[config.mk]
export PLATFORM = sky130hd
export DESIGN_NAME = dac_src_ctrl
export DESIGN_NICKNAME = d
export VERILOG_FILES = /design/src/rtl/dac_src_pkg.sv /design/src/rtl/dac_src_regs.sv /design/src/rtl/dac_src_chan.sv /design/src/rtl/dac_src_ctrl.sv
export SDC_FILE = /design/constraint.sdc
export NUM_CORES = 1
export LEC_CHECK = 0
export CAP_MARGIN = 10
export CELL_PAD_IN_SITES_DETAIL_PLACEMENT = 1
export CELL_PAD_IN_SITES_GLOBAL_PLACEMENT = 1
export CORE_MARGIN = 2
export CORE_UTILIZATION = 33
export CTS_CLUSTER_DIAMETER = 200
export DETAILED_ROUTE_END_ITERATION = 16
export GPL_ROUTABILITY_DRIVEN = 0
export PLACE_DENSITY = 0.74
export SLEW_MARGIN = 15
export SYNTH_ARGS = -nofsm -noshare
export SYNTH_HDL_FRONTEND = slang
export SYNTH_SLANG_ARGS = --single-unit
[constraint.sdc]
create_clock -name clk -period 2.59 [get_ports clk]
set_input_delay 0.518 -clock clk [delete_from_list [all_inputs] [get_ports clk]]
set_output_delay 0.518 -clock clk [all_outputs]
set_load 0.01 [all_outputs]
[src/rtl/dac_src_pkg.sv]
package dac_src_pkg;
  localparam int NCH = 2;

  typedef enum logic [2:0] {
    ST_IDLE   = 3'd0,
    ST_STREAM = 3'd1,
    ST_FLUSH  = 3'd2,
    ST_HOLD   = 3'd3,
    ST_RAW    = 3'd4
  } src_state_e;
endpackage

[src/rtl/dac_src_regs.sv]
module dac_src_regs
  import dac_src_pkg::*;
#(
  parameter int            DW         = 16,
  parameter int            AW         = 5,
  parameter logic [AW-1:0] CTRL_WADDR = 5'h14,
  parameter logic [AW-1:0] RAW_WADDR  = 5'h19
) (
  input  logic                    clk,
  input  logic                    rst_n,
  input  logic                    we,
  input  logic [AW-1:0]           addr,
  input  logic [31:0]             wdata,
  output logic [31:0]             rdata,
  output logic                    flush_en,
  output logic                    sync_en,
  output logic [NCH-1:0]          raw_en,
  output logic [NCH-1:0][DW-1:0]  raw_val
);
  localparam int CTRL_W = 2 + NCH;

  logic [CTRL_W-1:0]         ctrl_q;
  logic                      ctrl_ld;
  logic                      raw_ld;
  logic [NCH-1:0][DW-1:0]    raw_q;

  assign ctrl_ld = we && (addr == CTRL_WADDR);
  assign raw_ld  = we && (addr == RAW_WADDR);

  always_ff @(posedge clk or negedge rst_n) begin
    if (!rst_n) begin
      ctrl_q <= CTRL_W'(2'b11);
    end else if (ctrl_ld) begin
      ctrl_q <= wdata[CTRL_W-1:0];
    end
  end

  for (genvar c = 0; c < NCH; c++) begin : g_raw
    always_ff @(posedge clk or negedge rst_n) begin
      if (!rst_n) begin
        raw_q[c] <= '0;
      end else if (raw_ld) begin
        raw_q[c] <= wdata[c*DW +: DW];
      end
    end
  end

  always_comb begin
    rdata = '0;
    if (addr == CTRL_WADDR) begin
      rdata[CTRL_W-1:0] = ctrl_q;
    end else if (addr == RAW_WADDR) begin
      for (int c = 0; c < NCH; c++) begin
        rdata[c*DW +: DW] = raw_q[c];
      end
    end
  end

  assign flush_en = ctrl_q[0];
  assign sync_en  = ctrl_q[1];
  assign raw_en   = ctrl_q[CTRL_W-1:2];
  assign raw_val  = raw_q;

  // a write to an unmapped address leaves both words untouched
  p_unmapped_ignored_r2: assert property (@(posedge clk) disable iff (!rst_n)
    (we && addr != CTRL_WADDR && addr != RAW_WADDR) |=> ($stable(ctrl_q) && $stable(raw_q)));
endmodule

[src/rtl/dac_src_chan.sv]
module dac_src_chan
  import dac_src_pkg::*;
#(
  parameter int DW = 16
) (
  input  logic          clk,
  input  logic          rst_n,
  input  logic          go,
  input  logic          stop,
  input  logic          raw_hold,
  input  logic          flush_en,
  input  logic          raw_en,
  input  logic [DW-1:0] raw_val,
  input  logic          s_valid,
  input  logic [DW-1:0] s_data,
  output logic          s_ready,
  output logic [DW-1:0] out_data,
  output logic          out_valid,
  output logic          streaming,
  output logic          parked
);
  src_state_e    st_q, st_d;
  src_state_e    tgt_q, tgt_d;
  logic          quiet_q, quiet_d;
  logic [DW-1:0] out_q, out_d;
  logic          out_ld;
  logic          capture;
  logic          vld_q, vld_d;

  // next-state logic
  always_comb begin
    st_d  = st_q;
    tgt_d = tgt_q;
    unique case (st_q)
      ST_IDLE, ST_HOLD: begin
        if (raw_en) begin
          if (flush_en) begin
            st_d  = ST_FLUSH;
            tgt_d = ST_RAW;
          end else begin
            st_d = ST_RAW;
          end
        end else if (go) begin
          st_d = ST_STREAM;
        end
      end
      ST_STREAM: begin
        if (stop) begin
          tgt_d = (raw_hold || raw_en) ? ST_RAW : ST_HOLD;
          st_d  = flush_en ? ST_FLUSH : tgt_d;
        end
      end
      ST_FLUSH: begin
        if (quiet_q && !s_valid) begin
          st_d = tgt_q;
        end
      end
      ST_RAW: begin
        if (!raw_en) begin
          st_d = ST_HOLD;
        end
      end
      default: st_d = ST_IDLE;
    endcase
  end

  assign capture = (st_q == ST_STREAM) && s_valid && !stop;
  assign out_ld  = (st_d == ST_RAW) || capture;
  assign out_d   = (st_d == ST_RAW) ? raw_val : s_data;
  assign quiet_d = (st_q == ST_FLUSH) && !s_valid;
  assign vld_d   = (st_d != ST_IDLE);

  // state registers
  always_ff @(posedge clk or negedge rst_n) begin
    if (!rst_n) begin
      st_q    <= ST_IDLE;
      tgt_q   <= ST_HOLD;
      quiet_q <= 1'b0;
      vld_q   <= 1'b0;
    end else begin
      st_q    <= st_d;
      tgt_q   <= tgt_d;
      quiet_q <= quiet_d;
      vld_q   <= vld_d;
    end
  end

  // output sample register with explicit load enable
  always_ff @(posedge clk or negedge rst_n) begin
    if (!rst_n) begin
      out_q <= '0;
    end else if (out_ld) begin
      out_q <= out_d;
    end
  end

  assign s_ready   = (st_q == ST_STREAM) || (st_q == ST_FLUSH);
  assign out_data  = out_q;
  assign out_valid = vld_q;
  assign streaming = (st_q == ST_STREAM);
  assign parked    = (st_q == ST_IDLE) || (st_q == ST_HOLD);

  // an accepted streamed sample is the output one edge later
  p_capture_r3: assert property (@(posedge clk) disable iff (!rst_n)
    (streaming && s_valid && s_ready && !stop) |=> (out_data == $past(s_data)));

  // streaming without valid data keeps the output level
  p_hold_level_r4: assert property (@(posedge clk) disable iff (!rst_n)
    (streaming && !s_valid) |=> ($stable(out_data) || st_q == ST_RAW));

  // draining discards data, the output does not move
  p_flush_discard_r7: assert property (@(posedge clk) disable iff (!rst_n)
    (st_q == ST_FLUSH) |=> ($stable(out_data) || st_q == ST_RAW));

  // a drain never ends while the upstream still offers data
  p_flush_drain_r7: assert property (@(posedge clk) disable iff (!rst_n)
    (st_q == ST_FLUSH && s_valid) |=> (st_q == ST_FLUSH));
endmodule

[src/rtl/dac_src_ctrl.sv]
module dac_src_ctrl
  import dac_src_pkg::*;
#(
  parameter int DW = 16,
  parameter int AW = 5
) (
  input  logic              clk,
  input  logic              rst_n,
  input  logic              cfg_we,
  input  logic [AW-1:0]     cfg_addr,
  input  logic [31:0]       cfg_wdata,
  output logic [31:0]       cfg_rdata,
  input  logic              xfer_suspend,
  input  logic [1:0]        ch_en,
  input  logic [1:0]        s_valid,
  input  logic [2*DW-1:0]   s_data,
  output logic [1:0]        s_ready,
  output logic [1:0]        out_valid,
  output logic [2*DW-1:0]   out_data
);
  logic                   rst_s1_q, rst_s2_q;
  logic                   rst_int_n;
  logic                   flush_en, sync_en;
  logic [NCH-1:0]         raw_en;
  logic [NCH-1:0][DW-1:0] raw_val;
  logic                   start_all;
  logic                   raw_hold;
  logic [NCH-1:0]         go, stop;
  logic [NCH-1:0]         streaming, parked;

  // reset: asserted asynchronously, released on the clock
  always_ff @(posedge clk or negedge rst_n) begin
    if (!rst_n) begin
      rst_s1_q <= 1'b0;
      rst_s2_q <= 1'b0;
    end else begin
      rst_s1_q <= 1'b1;
      rst_s2_q <= rst_s1_q;
    end
  end
  assign rst_int_n = rst_s2_q;

  dac_src_regs #(.DW(DW), .AW(AW)) u_regs (
    .clk      (clk),
    .rst_n    (rst_int_n),
    .we       (cfg_we),
    .addr     (cfg_addr),
    .wdata    (cfg_wdata),
    .rdata    (cfg_rdata),
    .flush_en (flush_en),
    .sync_en  (sync_en),
    .raw_en   (raw_en),
    .raw_val  (raw_val)
  );

  // shared start and stop decisions
  assign start_all = !xfer_suspend && (|ch_en) && (&(s_valid | ~ch_en));
  assign raw_hold  = sync_en && xfer_suspend && (&ch_en);

  for (genvar c = 0; c < NCH; c++) begin : g_ch
    assign stop[c] = !ch_en[c] || (sync_en && xfer_suspend);
    assign go[c]   = ch_en[c] && (sync_en ? start_all : s_valid[c]);

    dac_src_chan #(.DW(DW)) u_chan (
      .clk       (clk),
      .rst_n     (rst_int_n),
      .go        (go[c]),
      .stop      (stop[c]),
      .raw_hold  (raw_hold),
      .flush_en  (flush_en),
      .raw_en    (raw_en[c]),
      .raw_val   (raw_val[c]),
      .s_valid   (s_valid[c]),
      .s_data    (s_data[c*DW +: DW]),
      .s_ready   (s_ready[c]),
      .out_data  (out_data[c*DW +: DW]),
      .out_valid (out_valid[c]),
      .streaming (streaming[c]),
      .parked    (parked[c])
    );
  end

  // suspend with synchronisation leaves no channel streaming
  p_sync_stop_r6: assert property (@(posedge clk) disable iff (!rst_int_n)
    (sync_en && xfer_suspend) |=> (streaming == '0));

  // parked channels, both enabled, start on the same edge
  p_sync_start_r5: assert property (@(posedge clk) disable iff (!rst_int_n)
    (sync_en && (&ch_en) && (&parked) && raw_en == '0) |=> (streaming == '0 || (&streaming)));

  // without synchronisation suspend alone never stops a stream
  p_suspend_ignored_r11: assert property (@(posedge clk) disable iff (!rst_int_n)
    (!sync_en && xfer_suspend && streaming[0] && ch_en[0]) |=> streaming[0]);
endmodule

## After elaboration in Yosys (flattened, before gate mapping)

Index checks and enable logic that the tools add are counted.
Widths: inputs -> output; s select.

- Register bits: 86
- Latch bits: 0
- Bits in writable memories: 0
- Memory bits (read-only): 0
- Input bits: 77
- Output and inout port bits: 68
- Word-level logic and storage cells: 110
- Memories: 0

- $add $sub $neg: 0
- $mul: 0
- Div/mod/pow operators: 0
- Order comparisons: 0
- Equality and inequality tests: 18
- Shift-type cells: 0
- Muxes and demuxes: 31
- Bitwise gates (word level): 2
- Reduce and logical (&&, ||, !) cells: 44

Operators by type and width:

| operator | number |
|---|---|
| $mux 3 | 20 |
| $mux 16 | 2 |
| $mux 32 | 1 |
| $mux 28 | 1 |
| $pmux 3 s4 | 2 |
| $logic_and 1x1->1 | 16 |
| $eq 3x2->1 const B | 4 |
| $eq 3x3->1 const B | 4 |
| $pmux 3 s2 | 2 |
| $eq 5x5->1 const B | 2 |
| $logic_or 1x1->1 | 8 |
| $ne 2x1->1 const B | 4 |
| $reduce_and 4->1 | 2 |
| $logic_not 1->1 | 7 |
| $eq 3x1->1 const B | 2 |
| $logic_not 3->1 | 2 |
| $reduce_bool 3->1 | 2 |
| $reduce_or 2->1 | 3 |
| $mux 4 | 1 |
| $ne 2x2->1 const B | 2 |
| $reduce_and 2->1 | 2 |
| $reduce_bool 2->1 | 2 |
| $mux 1 | 2 |
| $not 2->2 | 1 |
| $or 2x2->2 | 1 |

## Logic depth before layout (Yosys ltp)

Gate-level depths: netlist (run 1).

- Depth after elaboration: 11
- Gate-level depth with buffers: 8

## Hierarchy

A second synthesis (run 1) with hierarchy kept.

- Cells, all modules: 336
- Area total of the unflattened synthesis: 4,466.8 um2

By module, submodules not included:

| module | times used | cells each | area an instance (um2) |
|---|---|---|---|
| dac_src_chan | 2 | 103 | 1,373.8 |
| dac_src_regs | 1 | 118 | 1,612.8 |
| dac_src_ctrl | 1 | 12 | 106.4 |

## Worst setup path before layout (run 1)

OpenSTA, ideal clock, no wires.

- Path type: input-to-reg
- From: input ch_en[0]
- To: register g_ch[0].u_chan.out_q[10]
- Library setup time: 0.125 ns
- Data arrival time: 2.153 ns
- Setup slack: 0.312 ns
- Stages: 8
- Path buffers: 3
- Cell sequence: buf_2 -> a21bo_2 -> o211ai_1 -> or4_4 -> nand2b_4 -> buf_8 -> buf_12 -> mux2_4

- Word-level cells in the longest chain between the ends: 11

Ends and longest elaborated chain:

| what | RTL line | RTL |
|---|---|---|
| start, declared | dac_src_ctrl.sv:14 | `input logic [1:0] ch_en,` |
| $not 2->2 | dac_src_ctrl.sv:57 | `assign start_all = !xfer_suspend && (\|ch_en) && (&(s_valid \| ~ch_en));` |
| $or 2x2->2 | dac_src_ctrl.sv:57 |  |
| $reduce_and 2->1 | dac_src_ctrl.sv:57 |  |
| $logic_and 1x1->1 | dac_src_ctrl.sv:57 |  |
| $mux 1 | dac_src_ctrl.sv:62 | `assign go[c] = ch_en[c] && (sync_en ? start_all : s_valid[c]);` |
| $logic_and 1x1->1 | dac_src_ctrl.sv:62 |  |
| $mux 3 | dac_src_chan.sv:43 | `end else if (go) begin` |
| $mux 3 | dac_src_chan.sv:36 | `if (raw_en) begin` |
| $pmux 3 s4 * | dac_src_chan.sv:34 | `unique case (st_q)` |
| via g_ch[0].u_chan.st_d[0] | dac_src_chan.sv:22 | `src_state_e st_q, st_d;` |
| $eq 3x3->1 * | dac_src_chan.sv:68, dac_src_chan.sv:69 |  |
| $mux 16 / $logic_or 1x1->1 (equally long branches) | dac_src_chan.sv:69, dac_src_chan.sv:68 |  |
| end signal, assigned | dac_src_chan.sv:93 | `out_q <= out_d;` |
| end, declared | dac_src_chan.sv:25 | `logic [DW-1:0] out_q, out_d;` |

The timed path passes the listed nets; every way through them passes the cells marked *.
A chain may end at the register's enable or synchronous reset.

## Worst setup path after layout (run 1)

- From: input cfg_addr[1]
- To: output cfg_rdata[31]

- Word-level cells in the longest chain between the ends: 3

Ends and longest elaborated chain:

| what | RTL line | RTL |
|---|---|---|
| start, declared | dac_src_ctrl.sv:10 | `input logic [AW-1:0] cfg_addr,` |
| $eq 5x5->1 | dac_src_regs.sv:52 | `end else if (addr == RAW_WADDR) begin` |
| $mux 32 | dac_src_regs.sv:52 |  |
| $mux 28 * | dac_src_regs.sv:50 | `if (addr == CTRL_WADDR) begin` |
| end, declared | dac_src_ctrl.sv:12 | `output logic [31:0] cfg_rdata,` |

Mark *: on every way between the ends. The rest lies on a longest branch, timed or not.

==> impl_metrics.ini, run 1 <==
[run_status]
outcome = complete, but fails checks
violations = setup timing

[worst_setup_path]
worstPathArrival_ns = 2.21
slowest_delay_ns = 0.54
critPathCaptureType = primary output
path_common_cell = clkdlybuf4s50_1
worstPathRequired_ns = 2.07
crit_slowest_cell = clkdlybuf4s50_1
critPathKind = in2out
crit_fanout = 13
critical_path_depth = 6
start_kind = input port
crit_buf_inv = 3
crit_family = buffers and inverters
r2r.worst_path.cells = 5
path_cells = clkdlybuf4s50_1 > nand2b_4 > nor3_4 > buf_4 > and2_1 > clkdlybuf4s50_1

[synth]
synthTopCellsByCount = 81 x mux2_2, 80 x dfrtp_1, 29 x and2_1
synth-edff-count = 0
syn-instance-count = 341
yosysUniqueCellTypes = 60
synth_area_um2 = 4410
synth_nets = 418
synth-simple-area-share = 0.133
yosys-mux-area-fraction = 0.280
synth-xor-area-share = 0.00199
synth_top_family_by_area = multiplexers
yosys.area.top_type = dfrtp_1
synth_compound_gate_area_share = 0.0596
ys_seq_area_frac = 0.478
synth_most_common_cell = mux2_2
ys_top_cells_by_area = dfrtp_1 45%, mux2_2 21%, mux2_4 6.8%
yosys.area_share.adder = 0
synth-main-ff-cell = dfrtp_1
synth_top_area_share = 0.454
ys_warn_count = 0
synthArstFlopShare = 1.00
ys_ff_latch = 84
syn_area_per_cell_um2 = 12.9

[sta]
clock.fmax_mhz = 367
period_minus_slack_ns = 2.72
hold_viol_final = 0
fin_worst_skew_ns = 0.00728
setup_viol = 9
finalCritPeriodShare = 1.05
worstMarginPinSlew_ns = 0.550
rsz0062_at_grt = yes
timing.final.ws_setup_ns = -0.134
max_slew_margin = 0.633
drv_slew = 0

[clock_tree]
clock_sinks = 84
cts_tree = yes
htreeDepth = 3
clkSlewWorstSetupHoldPaths_ns = 0.06
cts-root-buf = clkbuf_16
cts_buffers = 9
cts_buffer_depth = 2
clock_latency_ns = 0.34

[grt]
grt_pass1_vias = 3672
gr-total-overflow = 0
grt_pass1_wl_um = 19200
grtUsageTotal = 0.174
grt_start_max_net_pins = 44
antenna_found_initial = 0

[job]
maxCapViolCount = 0

[finish]
layout.nets = 568
drive_gt1_frac = 0.333
seqCellArea_um2 = 2110
fin_util = 0.495
multi_input_area_um2 = 2120
antennaDiodeCount = 0
area_growth_pct = 47.7
fill_cells = 1356
final-instance-count-excl-fill = 671
final_cell_area_um2 = 6510

[place]
place_hpwl_um = 9040
place_area_um2 = 6100
placed_cells = 653
portBuffers = 144

[die]
rows = 42
io_pins = 145
die_x_um = 120
core_um2 = 13100
fp.dieArea_um2 = 14300
start_util = 0.335
die_y_um = 120

[pwr]
total_power_mw = 5.83
power_density_nw_per_um2 = 896
p_leak_nw = 3.17
peakVddDrop_mv = 0.332

[routing]
drc = 0
vias = 3301
vias_per_cell = 4.92
firstDrtPassIters = 4
initialDrtViolationCount = 73
routed_wl_um = 12200
detail_route.wl_per_cell_um = 18.1
ant_nets = 0

[worst_hold_path]
hold_path_class = reg2async
## final timing paths
kind	startpoint	slack (ns)	end
worst min register to register	rst_int_n	0.31	g_ch[1].u_chan.out_valid
max in group asynchronous	rst_int_n	1.65	u_regs.raw_val[28]
worst max register to register	g_ch[0].u_chan.st_q[1]	0.19	g_ch[0].u_chan.out_data[4]
worst min-delay path	rst_int_n	0.31	g_ch[1].u_chan.out_valid
worst max-delay path	cfg_addr[1]	-0.13	cfg_rdata[31]
min in group clk	rst_s1_q	0.36	rst_int_n
## worst register-to-register path: cells and delay by family, from the launching register on
family	cells	cell delay, ns
muxes	1	0.39
and+or+nand+nor	4	1.40
DFF	1	0.50
## placed cells by master (no fill, tap or decap), types with 3 or more instances in the layout
cell type        Yosys  routed
o211ai_1             5       5
dfrtp_1             80      79
nand2_1              8       8
inv_1                7       7
nor4b_2              3       4
and2_1              29      28
mux2_4              20      20
dlymetal6s2s_1       0      23
o21ai_0              3       3
clkbuf_16            0       9
a21oi_1              4       4
buf_12               1       4
dfstp_2              4       4
clkdlybuf4s50_1      0     118
mux2_2              81      81
nor3b_1              3       3
buf_4                5      18
nand3_1              7       7
a22o_1               4       4
## per-layer routing
metal  vias up  track usage  share of wire
li1       1524            -              -
met1      1650        0.209           0.41
met2       108        0.293           0.50
met3        19       0.0485          0.065
met4         0       0.0779          0.027
met5         -            0              0
## cells by family after synthesis
kind of cell,count (synthesis)
AND/OR/NAND/NOR,84
XOR/XNOR,1
other,1
flip-flops,84
AO/OA/AOI/OAI,33
buffers and inverters,35
multiplexers,103
## where the power goes
group          leakage [nW]  switching [mW]  internal, mW
logic                  1.97           0.863          1.50
clock network         0.148           0.497         0.835
registers              1.05           0.386          1.76
total                  3.17            1.75          4.09
## per-stage QoR
step                      worst slack [ns]  hold WS, ns  TNS, ns
after floorplan                     0.0842        0.222        0
after global placement              -0.257        0.330    -8.51
after detailed placement            -0.270        0.336    -9.45
after CTS                           -0.199        0.329    -4.61
after global routing                -0.236        0.339    -2.09
final                               -0.134        0.315    -1.06
## state kept, by name, summed over array words and instances, names as in the netlist
signal                 flops
g_ch.u_chan.quiet_q        2
u_regs.ctrl_q              4
rst_s1_q                   1
u_regs.raw_val            32
rst_int_n                  1
g_ch.u_chan.tgt_q          4
g_ch.u_chan.out_data      32
g_ch.u_chan.out_valid      2
g_ch.u_chan.st_q           6
## final cells by class
cell class	count	share of cell area
multi-input combinational	222	0.326
sequential	84	0.324
timing repair buffer	167	0.265
clock buffer	10	0.0352
tap	176	0.0338
clock inverter	5	0.0119
inverter	7	0.00404
## timing repair
item | CTS | global route
resized for setup | 6 | 29
hold buffers | 0 | 0
setup buffers | 3 | 0
endpoints found under the setup margin | 32 | 32
pin swaps | 1 | 1
cloned | 0 | 0
Note: power is estimated with default switching activity, not from simulation.
==> run 2: changes to the inputs <==
CORE_UTILIZATION = 27   (was 33)
MAX_ROUTING_LAYER = met4   (was not set)
PLACE_DENSITY = 0.62   (was 0.74)
==> run 2 against run 1 <==
The run now ends clean; non-clock buffer count increased by 12; routed wire length grew 9.4%; sequential power about the same; count of clock-buffer cells in the layout is 1 lower; critical endpoint is now cfg_rdata[29]; largest power group unchanged.
==> impl_metrics.ini, run 2 (synthesized netlist as in run 1, its figures left out) <==
[run_status]
outcome = finished, final reports clean

[routing]
drc = 0
vias = 3340
ant_nets = 0
firstDrtPassIters = 3
vias_per_cell = 4.61
initialDrtViolationCount = 158
routed_wl_um = 13300
detail_route.wl_per_cell_um = 18.4

[grt]
gr-total-overflow = 0
grt_pass1_wl_um = 20700
antenna_found_initial = 0
grtUsageTotal = 0.158
grt_start_max_net_pins = 43
grt_pass1_vias = 3782

[finish]
seqCellArea_um2 = 2110
layout.cells.most_common = clkdlybuf4s50_1
area_growth_pct = 51.2
fill_cells = 1731
antennaDiodeCount = 0
drive_gt1_frac = 0.354
layout.nets = 580
most-common-layout-cells = 110 x clkdlybuf4s50_1, 81 x mux2_2, 79 x dfrtp_1
fin_util = 0.418
multi_input_area_um2 = 2140

[worst_setup_path]
critPathKind = in2out
critPathCaptureType = primary output
worstPathRequired_ns = 2.07
start_kind = input port
worstPathArrival_ns = 1.99
crit_fanout = 16

[clock_tree]
clock_latency_ns = 0.35
cts-root-buf = clkbuf_16
cts_buffer_depth = 2
cts_buffers = 9
clkSlewWorstSetupHoldPaths_ns = 0.06
cts_hold_buffers = 0
cts_tree = yes
clock_sinks = 84
htreeDepth = 3

[sta]
whs_ns = 0.327
hold_viol_final = 0
drv_slew = 0
finalCritPeriodShare = 0.967
rsz0062_at_grt = no
setup_viol = 0
period_minus_slack_ns = 2.50
timing.final.ws_setup_ns = 0.0851
max_slew_margin = 0.599
fin_worst_skew_ns = 0.00695
setup-tns-final_ns = 0
worstMarginPinSlew_ns = 0.601
clock.fmax_mhz = 399

[die]
die_y_um = 132
die_x_um = 132
fp.dieArea_um2 = 17400
start_util = 0.276
rows = 46
core_um2 = 15900
io_pins = 145

[place]
portBuffers = 144
place_hpwl_um = 9520
pre_cts_slack_ns = -0.330

[pwr]
peakVddDrop_mv = 0.331
power_density_nw_per_um2 = 896
total_power_mw = 5.97
p_leak_nw = 3.03

[job]
maxCapViolCount = 0

[worst_hold_path]
hold_path_class = in2async
==> run 2: cell count changes in the layout (fill, tap and decap cells not counted), moves of 2 or more <==
cell and delta:
dlygate4sd2_1 +31, dlymetal6s2s_1 -21, buf_4 +8, clkdlybuf4s50_1 -8, buf_12 +3, clkbuf_16 +2
==> run 2: layout make-up <==
cell class,instances,share of cell area
sequential,84,0.317
tap,216,0.0406
inverter,7,0.00394
multi-input combinational,222,0.322
clock buffer,9,0.0338
timing repair buffer,179,0.269
clock inverter,7,0.0137
==> run 2: power breakdown <==
group	internal, mW	switching (mW)	leakage, nW
clock	0.841	0.549	0.155
sequential	1.76	0.362	1.05
combinational	1.55	0.912	1.82
total	4.14	1.82	3.03
==> run 2: worst max-delay path, stage by stage <==
cell and delay (ns):
clkdlybuf4s50_1 0.51, nand2b_4 0.08, nor3_4 0.15, buf_12 0.15, clkbuf_16 0.17, and2_1 0.13
dlygate4sd2_1 0.27
==> run 2: per-stage QoR <==
step	instance area (µm²)	std cells
global placement	6250	703
detailed placement	6250	703
CTS	6550	721
floorplan	4410	341
global route	6660	724
finish	6660	724
==> run 2: path summary, 6_finish.rpt <==
check | startpoint | endpoint | slack [ns] | cells past startpoint
max | cfg_addr[4] | cfg_rdata[29] | 0.09 | 7
min | rst_n | rst_int_n | 0.33 | 1
max reg2reg | g_ch[0].u_chan.st_q[1] | g_ch[0].u_chan.out_data[15] | 0.20 | 5
min reg2reg | rst_int_n | u_regs.raw_val[27] | 0.34 | 0
max in group asynchronous | rst_int_n | g_ch[1].u_chan.tgt_q[1] | 1.57 | 1
min in group clk | rst_s1_q | rst_int_n | 0.37 | 0
==> run 2: what timing repair did <==
item / CTS / global route
pin swaps: 0 / 2
endpoints found under the setup margin: 32 / 25
buffers inserted: 2 / 1
resized for setup: 35 / 9
gates cloned: 0 / 2
==> run 2: layer usage <==
metal	vias up	GRT usage	wire (µm)
met5	-	-	0
met3	15	0.0496	746
met2	82	0.263	6750
li1	1550	-	-
met1	1693	0.184	5650
met4	0	0.0471	168
